### src/rtl/rxr_pkg.sv
// Shared types for the receive ring manager.
// Assumes byte-wide memory and a stream of one byte per valid cycle.
package rxr_pkg;

    typedef enum logic [2:0] {
        S_IDLE,
        S_BODY,
        S_DROP,
        S_STAT0,
        S_STAT1
    } wr_state_e;

    typedef struct packed {
        logic type_len;
        logic len_err;
        logic crc_err;
        logic align_err;
        logic short_frm;
        logic ia_match;
        logic collision;
    } rx_flags_t;

    localparam logic [1:0] RA_LOWER = 2'd0;
    localparam logic [1:0] RA_UPPER = 2'd1;
    localparam logic [1:0] RA_STOP  = 2'd2;
    localparam logic [1:0] RA_CTRL  = 2'd3;

endpackage

### src/rtl/rxr_host_regs.sv
// Host register file: ring bounds, stop pointer, interrupt and drop flag.
// Assumes the lower bound is only written while no frame is in flight.
// A new abandonment wins over a clear in the same cycle.
module rxr_host_regs
    import rxr_pkg::*;
#(
    parameter int AW = 12
) (
    input  logic          clk,
    input  logic          rst_n,
    input  logic          reg_wr,
    input  logic [1:0]    reg_addr,
    input  logic [AW-1:0] reg_wdata,
    input  logic          halt,
    output logic [AW-1:0] lower,
    output logic [AW-1:0] upper,
    output logic [AW-1:0] stop,
    output logic          load_lower,
    output logic          irq,
    output logic          drop_flag,
    output logic [AW-1:0] reg_rdata
);

    logic ctrl_wr;
    assign ctrl_wr    = reg_wr && (reg_addr == RA_CTRL);
    assign load_lower = reg_wr && (reg_addr == RA_LOWER);

    // Pointer registers written by the host.
    always_ff @(posedge clk) begin
        if (!rst_n) begin
            lower <= '0;
            upper <= '1;
            stop  <= '0;
        end else if (reg_wr) begin
            case (reg_addr)
                RA_LOWER: lower <= reg_wdata;
                RA_UPPER: upper <= reg_wdata;
                RA_STOP:  stop  <= reg_wdata;
                default:  ;
            endcase
        end
    end

    // Level interrupt and sticky drop flag, set on abandonment, write-one-to-clear.
    always_ff @(posedge clk) begin
        if (!rst_n) begin
            irq       <= 1'b0;
            drop_flag <= 1'b0;
        end else begin
            if (halt)
                irq <= 1'b1;
            else if (ctrl_wr && reg_wdata[0])
                irq <= 1'b0;
            if (halt)
                drop_flag <= 1'b1;
            else if (ctrl_wr && reg_wdata[1])
                drop_flag <= 1'b0;
        end
    end

    // Read mux for the selected register.
    always_comb begin
        reg_rdata = '0;
        case (reg_addr)
            RA_LOWER: reg_rdata = lower;
            RA_UPPER: reg_rdata = upper;
            RA_STOP:  reg_rdata = stop;
            default:  reg_rdata[1:0] = {drop_flag, irq};
        endcase
    end

    p_irq_set_r3: assert property (@(posedge clk) disable iff (!rst_n)
        halt |=> irq);

    p_irq_hold_r8: assert property (@(posedge clk) disable iff (!rst_n)
        (irq && !(ctrl_wr && reg_wdata[0])) |=> irq);

    p_drop_hold_r8: assert property (@(posedge clk) disable iff (!rst_n)
        (drop_flag && !(ctrl_wr && reg_wdata[1])) |=> drop_flag);

endmodule

### src/rtl/rxr_status_gen.sv
// Builds the two status bytes from the flags captured at end of frame.
// Stored frames are never overrun, so the overrun position is always 0.
module rxr_status_gen
    import rxr_pkg::*;
(
    input  rx_flags_t flags,
    output logic [7:0] stat0,
    output logic [7:0] stat1
);

    logic rx_ok;

    // Receive OK when none of the frame-level errors is present.
    always_comb begin
        rx_ok = !(flags.len_err || flags.crc_err || flags.align_err);
    end

    // Byte 0: short frame, fixed one, address match, collision.
    always_comb begin
        stat0    = 8'h00;
        stat0[7] = flags.short_frm;
        stat0[4] = 1'b1;
        stat0[1] = flags.ia_match;
        stat0[0] = flags.collision;
    end

    // Byte 1: type/length, OK, the three errors; bits 6, 1 and 0 stay zero.
    always_comb begin
        stat1    = 8'h00;
        stat1[7] = flags.type_len;
        stat1[5] = rx_ok;
        stat1[4] = flags.len_err;
        stat1[3] = flags.crc_err;
        stat1[2] = flags.align_err;
    end

endmodule

### src/rtl/rxr_wr_ctrl.sv
// Write sequencer: places frame bytes and status bytes into the ring.
// Compares the write pointer with the stop pointer before every write,
// rolls back to the frame start on a collision, and drops the rest of it.
// Assumes at least two idle stream cycles after each end of frame.
module rxr_wr_ctrl
    import rxr_pkg::*;
#(
    parameter int AW = 12
) (
    input  logic          clk,
    input  logic          rst_n,
    input  logic          rx_valid,
    input  logic [7:0]    rx_data,
    input  logic          rx_sof,
    input  logic          rx_eof,
    input  rx_flags_t     rx_flags,
    input  logic [AW-1:0] lower,
    input  logic [AW-1:0] upper,
    input  logic [AW-1:0] stop,
    input  logic          load_lower,
    input  logic [AW-1:0] load_value,
    input  logic [7:0]    stat0,
    input  logic [7:0]    stat1,
    output rx_flags_t     flags_q,
    output logic          halt,
    output logic          mem_we,
    output logic [AW-1:0] mem_addr,
    output logic [7:0]    mem_wdata
);

    localparam logic [AW-1:0] ONE = {{(AW-1){1'b0}}, 1'b1};

    wr_state_e     state, nstate;
    logic [AW-1:0] wp, fstart, wp_next, back;
    logic          full, do_wr, take_flags;
    logic [7:0]    wdata;

    // Ring-full test and modular pointer advance between the bounds.
    always_comb begin
        full    = (wp == stop);
        wp_next = (wp == upper) ? lower : (wp + ONE);
        back    = (state == S_IDLE) ? wp : fstart;
    end

    // Next-state and write decision for the current byte or status slot.
    always_comb begin
        nstate     = state;
        do_wr      = 1'b0;
        halt       = 1'b0;
        take_flags = 1'b0;
        wdata      = rx_data;
        case (state)
            S_IDLE, S_BODY: begin
                if (rx_valid && (rx_sof || state == S_BODY)) begin
                    if (full) begin
                        halt   = 1'b1;
                        nstate = rx_eof ? S_IDLE : S_DROP;
                    end else begin
                        do_wr      = 1'b1;
                        take_flags = rx_eof;
                        nstate     = rx_eof ? S_STAT0 : S_BODY;
                    end
                end
            end
            S_DROP: begin
                if (rx_valid && rx_eof)
                    nstate = S_IDLE;
            end
            S_STAT0, S_STAT1: begin
                wdata = (state == S_STAT0) ? stat0 : stat1;
                if (full) begin
                    halt   = 1'b1;
                    nstate = S_IDLE;
                end else begin
                    do_wr  = 1'b1;
                    nstate = (state == S_STAT0) ? S_STAT1 : S_IDLE;
                end
            end
            default: nstate = S_IDLE;
        endcase
    end

    // State, pointers and registered memory write outputs.
    always_ff @(posedge clk) begin
        if (!rst_n) begin
            state     <= S_IDLE;
            wp        <= '0;
            fstart    <= '0;
            mem_we    <= 1'b0;
            mem_addr  <= '0;
            mem_wdata <= '0;
            flags_q   <= '0;
        end else if (load_lower) begin
            state  <= S_IDLE;
            wp     <= load_value;
            fstart <= load_value;
            mem_we <= 1'b0;
        end else begin
            state  <= nstate;
            mem_we <= do_wr;
            if (do_wr) begin
                mem_addr  <= wp;
                mem_wdata <= wdata;
            end
            if (halt)
                wp <= back;
            else if (do_wr)
                wp <= wp_next;
            if (state == S_IDLE && rx_valid && rx_sof)
                fstart <= wp;
            if (take_flags)
                flags_q <= rx_flags;
        end
    end

    p_no_write_at_stop_r3: assert property (@(posedge clk) disable iff (!rst_n)
        mem_we |-> (mem_addr != $past(stop)));

    p_wrap_r2: assert property (@(posedge clk) disable iff (!rst_n)
        (do_wr && !load_lower && wp == upper) |=> (wp == $past(lower)));

    p_rollback_r3: assert property (@(posedge clk) disable iff (!rst_n)
        (halt && !load_lower && state != S_IDLE) |=> (wp == $past(fstart)));

    p_drop_silent_r4: assert property (@(posedge clk) disable iff (!rst_n)
        (state == S_DROP) |=> !mem_we);

endmodule

### src/rtl/rx_ring_mgr.sv
// Top of the receive ring manager: host registers, write sequencer and
// status byte builder. Outputs are registered memory write signals and
// a level interrupt.
module rx_ring_mgr
    import rxr_pkg::*;
#(
    parameter int AW = 12
) (
    input  logic          clk,
    input  logic          rst_n,
    input  logic          rx_valid,
    input  logic [7:0]    rx_data,
    input  logic          rx_sof,
    input  logic          rx_eof,
    input  logic          rx_type_len,
    input  logic          rx_len_err,
    input  logic          rx_crc_err,
    input  logic          rx_align_err,
    input  logic          rx_short,
    input  logic          rx_ia_match,
    input  logic          rx_collision,
    input  logic          reg_wr,
    input  logic [1:0]    reg_addr,
    input  logic [AW-1:0] reg_wdata,
    output logic [AW-1:0] reg_rdata,
    output logic          mem_we,
    output logic [AW-1:0] mem_addr,
    output logic [7:0]    mem_wdata,
    output logic          irq
);

    rx_flags_t     in_flags, flags_q;
    logic [AW-1:0] lower, upper, stop;
    logic          load_lower, halt, drop_flag;
    logic [7:0]    stat0, stat1;

    // Gather the per-frame flag inputs into one word.
    always_comb begin
        in_flags = '{type_len:  rx_type_len,  len_err:  rx_len_err,
                     crc_err:   rx_crc_err,   align_err: rx_align_err,
                     short_frm: rx_short,     ia_match: rx_ia_match,
                     collision: rx_collision};
    end

    rxr_host_regs #(.AW(AW)) u_regs (
        .clk        (clk),
        .rst_n      (rst_n),
        .reg_wr     (reg_wr),
        .reg_addr   (reg_addr),
        .reg_wdata  (reg_wdata),
        .halt       (halt),
        .lower      (lower),
        .upper      (upper),
        .stop       (stop),
        .load_lower (load_lower),
        .irq        (irq),
        .drop_flag  (drop_flag),
        .reg_rdata  (reg_rdata)
    );

    rxr_status_gen u_stat (
        .flags (flags_q),
        .stat0 (stat0),
        .stat1 (stat1)
    );

    rxr_wr_ctrl #(.AW(AW)) u_wr (
        .clk        (clk),
        .rst_n      (rst_n),
        .rx_valid   (rx_valid),
        .rx_data    (rx_data),
        .rx_sof     (rx_sof),
        .rx_eof     (rx_eof),
        .rx_flags   (in_flags),
        .lower      (lower),
        .upper      (upper),
        .stop       (stop),
        .load_lower (load_lower),
        .load_value (reg_wdata),
        .stat0      (stat0),
        .stat1      (stat1),
        .flags_q    (flags_q),
        .halt       (halt),
        .mem_we     (mem_we),
        .mem_addr   (mem_addr),
        .mem_wdata  (mem_wdata)
    );

    p_irq_only_after_drop_r8: assert property (@(posedge clk) disable iff (!rst_n)
        $rose(irq) |-> drop_flag);

endmodule

### config.mk
export PLATFORM = sky130hd
export DESIGN_NAME = rx_ring_mgr
export DESIGN_NICKNAME = d
export VERILOG_FILES = /design/src/rtl/rxr_pkg.sv /design/src/rtl/rxr_host_regs.sv /design/src/rtl/rxr_status_gen.sv /design/src/rtl/rxr_wr_ctrl.sv /design/src/rtl/rx_ring_mgr.sv
export SDC_FILE = /design/constraint.sdc
export NUM_CORES = 1
export LEC_CHECK = 0
export ABC_AREA = 1
export BUFFER_PORTS_ARGS = -buffer_cell sky130_fd_sc_hd__buf_4
export CAP_MARGIN = 40
export CORE_AREA = 2 2 102 104
export CTS_BUF_LIST = sky130_fd_sc_hd__clkbuf_8
export CTS_CLUSTER_DIAMETER = 100
export DETAILED_ROUTE_END_ITERATION = 7
export DIE_AREA = 0 0 104 106
export PLACE_DENSITY = 0.84
export SLEW_MARGIN = 20
export SYNTH_ARGS = -nofsm -noshare
export SYNTH_HDL_FRONTEND = slang
export SYNTH_SLANG_ARGS = --single-unit
### constraint.sdc
create_clock -name clk -period 1.9 [get_ports clk]
set_clock_uncertainty 0.2 [all_clocks]
set_input_delay 0.095 -clock clk [delete_from_list [all_inputs] [get_ports clk]]
set_output_delay 0.095 -clock clk [all_outputs]
set_load 0.1 [all_outputs]
==> impl_metrics.py <==
metrics = {
    "clocking": {
        "cts_max_path_buffers": 2,
        "clk_pin_slew_ns": 0.10,
        "insertion_delay_ns": 0.37,
        "h-tree-depth": 3,
        "clock-sinks": 93,
        "clockRootBuffer": "clkbuf_8",
        "tritoncts": "yes",
        "cts_buffers": 9,
    },
    "detailed_routing": {
        "routed_wl_mm": 17.7,
        "vias": 5959,
        "routed_via_density": 5.85,
        "drc": 0,
        "wl_met3_mm": 1.76,
        "drt-pass1-iter-count": 6,
        "met1_length_mm": 6.87,
        "wl_per_cell_um": 17.4,
        "wl_met2_mm": 8.11,
        "antenna_left": 0,
        "drtIter0Drc": 769,
        "top_layer": "met4",
    },
    "floorplanning": {
        "start_util": 0.495,
        "core_um2": 10000,
        "num_io_pins": 69,
        "fp.dieH_um": 106,
        "placementRows": 37,
        "die_x_um": 104,
        "dieArea_um2": 11000,
    },
    "synth": {
        "synthTopCellsByArea": "dfxtp_1 (38%), nand2_1 (17%), inv_1 (6.4%)",
        "syn_area_um2": 4950,
        "avgSynthCellArea_um2": 6.78,
        "yosysWarnings": 0,
        "synth_edf_count": 0,
        "synthFlopType": "dfxtp_1",
        "synth.distinct_cells": 40,
        "synth.ff_latch_count": 93,
        "synth_top_area_cell": "dfxtp_1",
        "async_flop_share": 0,
        "yosys.area.top_type_share": 0.376,
        "netlist_instances": 731,
        "seq_area_frac_synth": 0.376,
        "syn_nets": 768,
    },
    "sta": {
        "fmax_mhz": 501,
        "rsz0062_at_grt": "true",
        "finalSetupViolations": 21,
        "whs_ns": 0.0123,
        "drv_slew": 0,
        "hold_violations": 0,
        "finalCritPeriodShare": 1.05,
        "setup_ws_ns": -0.0965,
        "slew_headroom": 0.713,
        "worst_slew_pin_slew_ns": 0.431,
        "min_period_ns": 2.00,
    },
    "grt": {
        "grt_max_degree": 26,
        "grt_usage": 0.272,
        "grt_pass1_vias": 5214,
        "overflow": 0,
        "antenna_found_initial": 0,
        "grt_pass1_wl_mm": 24.6,
    },
    "finish": {
        "fin_util": 0.709,
        "antenna_cells": 0,
        "final_layout_size_suffix_gt1_frac": 0.333,
        "nNetsFinal": 914,
        "area_delta_synth_final_pct": 43.2,
    },
    "worst_setup_path": {
        "crit_path_top_delay_cell": "dfxtp_4",
        "r2r_cells": 11,
        "path_class": "reg -> reg",
        "worst_ep_arrival_time_ns": 2.10,
        "r2r_slack_ns": -0.1,
        "worstSetupEndpointType": "register",
        "path_buf_inv": 2,
        "slowest_delay_ns": 0.40,
        "cp-start-kind": "register",
        "crit_family": "simple AND/OR/NAND/NOR gates",
        "critical_path_required_ns": 2.00,
        "r2r-start": "u_wr.wp[0]$_SDFFE_PN0P_",
        "rr_endpoint": "u_wr.wp[6]$_SDFFE_PN0P_",
        "crit_fanout": 5,
        "path_cells": "buf_4 -> ha_4 -> nand2_1 -> nor3_2 -> buf_4 -> nor2_1 -> nor2_1 -> nand2_2 -> nand3_2 -> nand2_1 -> a21oi_1",
    },
    "placement": {
        "portBuffers": 68,
        "gp_congestion": 0.973,
        "hpwl_mm": 10.7,
    },
    "power_and_ir_drop": {
        "p_per_area_nw_per_um2": 853,
        "p_leak_nw": 3.09,
        "p_total_w": 0.00605,
        "vdd_drop_max_v": 0.000483,
    },
    "job": {
        "drv_cap": 0,
    },
    "worst_hold_path": {
        "hp-class": "in -> reg",
        "hold_depth": 6,
        "hold_start": "reg_addr[0]",
        "hold_end": "u_regs.irq$_SDFFE_PN0P_",
    },
    "status": {
        "status": "finished with violations",
        "violations": "setup timing",
    },
}
kinds of logic (layout without fill, tap and decap cells):
logic type / Yosys count / count (layout) / synth area share
AND/OR/NAND/NOR: 337 / 337 / 0.295
AO/OA/AOI/OAI: 150 / 150 / 0.185
buffers and inverters: 136 / 287 / 0.117
flip-flops: 93 / 93 / 0.376
XOR/XNOR: 13 / 13 / 0.0230
adder cells (fa/ha/maj): 2 / 2 / 0.00505
worst max-delay path by stage:
stage                            start                            to  slack (ns)  cells after the start
2_1_floorplan              reg_addr[1]                 reg_rdata[11]       -0.56                      4
3_3_place_gp   u_wr.wp[0]$_SDFFE_PN0P_      u_wr.wp[10]$_SDFFE_PN0P_       -0.08                     11
3_5_place_dp   u_wr.wp[5]$_SDFFE_PN0P_  u_wr.flags_q[6]$_SDFFE_PN0P_       -0.07                     13
4_1_cts        u_wr.wp[8]$_SDFFE_PN0P_  u_wr.flags_q[6]$_SDFFE_PN0P_      0.0009                     13
5_1_grt        u_wr.wp[0]$_SDFFE_PN0P_       u_wr.wp[6]$_SDFFE_PN0P_       -0.16                     11
6_report       u_wr.wp[0]$_SDFFE_PN0P_       u_wr.wp[6]$_SDFFE_PN0P_        -0.1                     11
Yosys cell counts, types with 2 or more instances:
| cell | instances |
|---|---|
| dfxtp_1 | 93 |
| nand3_2 | 2 |
| inv_2 | 7 |
| nor3b_1 | 2 |
| ha_1 | 2 |
| nor2_1 | 25 |
| a21boi_1 | 10 |
| o211ai_1 | 8 |
| buf_2 | 19 |
| a21oi_1 | 56 |
| o21ai_2 | 4 |
| o21ai_1 | 6 |
| buf_6 | 5 |
| a21boi_0 | 2 |
| clkbuf_1 | 17 |
| o21ai_0 | 26 |
| inv_1 | 85 |
| nor2_2 | 3 |
| nand2_4 | 2 |
| nand4_1 | 16 |
| nand2_1 | 226 |
| o22ai_1 | 11 |
| xor2_1 | 7 |
| a31oi_1 | 13 |
| xnor2_1 | 6 |
| nand3_1 | 54 |
| buf_4 | 2 |
| o221ai_1 | 10 |
final cells by class:
cell class	count	area, um2
Tap cell	136	170
Multi-Input combinational cell	502	2920
Sequential cell	93	1890
Fill cell	719	2910
Clock buffer	10	138
Timing Repair inverter	1	5.00
Inverter	92	362
Clock inverter	6	71.3
Timing Repair Buffer	178	1540
per-stage QoR:
step | setup WS, ns | TNS, ns | area (um2) | std cells
3_3_place_gp | -0.0819 | -0.124 | 5950 | 954
5_1_grt | -0.156 | -2.17 | 7090 | 1018
3_5_place_dp | -0.0725 | -0.279 | 5950 | 954
6_report | -0.0965 | -0.832 | 7090 | 1018
2_1_floorplan | -0.558 | -2.23 | 5010 | 731
4_1_cts | 0.000877 | 0 | 6540 | 1006
sequential cells by signal, summed over array words and instances, names as in the netlist, 3 cells and up:
name,cells
u_regs.lower,12
u_regs.stop,12
u_regs.upper,12
u_wr.fstart,12
u_wr.mem_addr,12
u_wr.wp,12
u_wr.mem_wdata,8
u_wr.flags_q,7
u_wr.state,3
what timing repair did:
action	4_1_cts	5_1_grt
gates cloned	1	3
pin swaps	2	52
hold buffers	34	1
setup endpoints to repair	16	57
hold endpoints to repair	68	1
resized for setup	16	132
buffers inserted	1	9
worst reg2reg max path: cells and delay by family, from the launching register on:
| kind | cells | cell delay, ns |
|---|---|---|
| AOI/OAI and AO/OA | 1 | 0.14 |
| adders and majority gates | 1 | 0.16 |
| buffers and inverters | 2 | 0.31 |
| DFF | 1 | 0.40 |
| and+or+nand+nor | 7 | 0.72 |
layer usage:
metal  up-vias  track usage
li1       2682            -
met1      2697        0.356
met2       457        0.448
met3       123       0.0497
met4         0        0.104
met5         -            0
where the power goes:
group,switching [W],internal [W]
Combinational,0.00150,0.000873
Sequential,0.000136,0.00211
Clock,0.000774,0.000657
cells in the final DEF, fill, tap and decap left out, drive strengths merged, types with 10 or more instances in the layout:
cell type	count
a31oi	13
dlygate4sd3	34
o21ai	37
a21oi	57
clkbuf	12
nand4	17
o221ai	10
a21boi	12
nand3	57
o22ai	11
buf	142
nor2	29
inv	92
nand2	229
dfxtp	93
(Power assumes the default switching activity.)
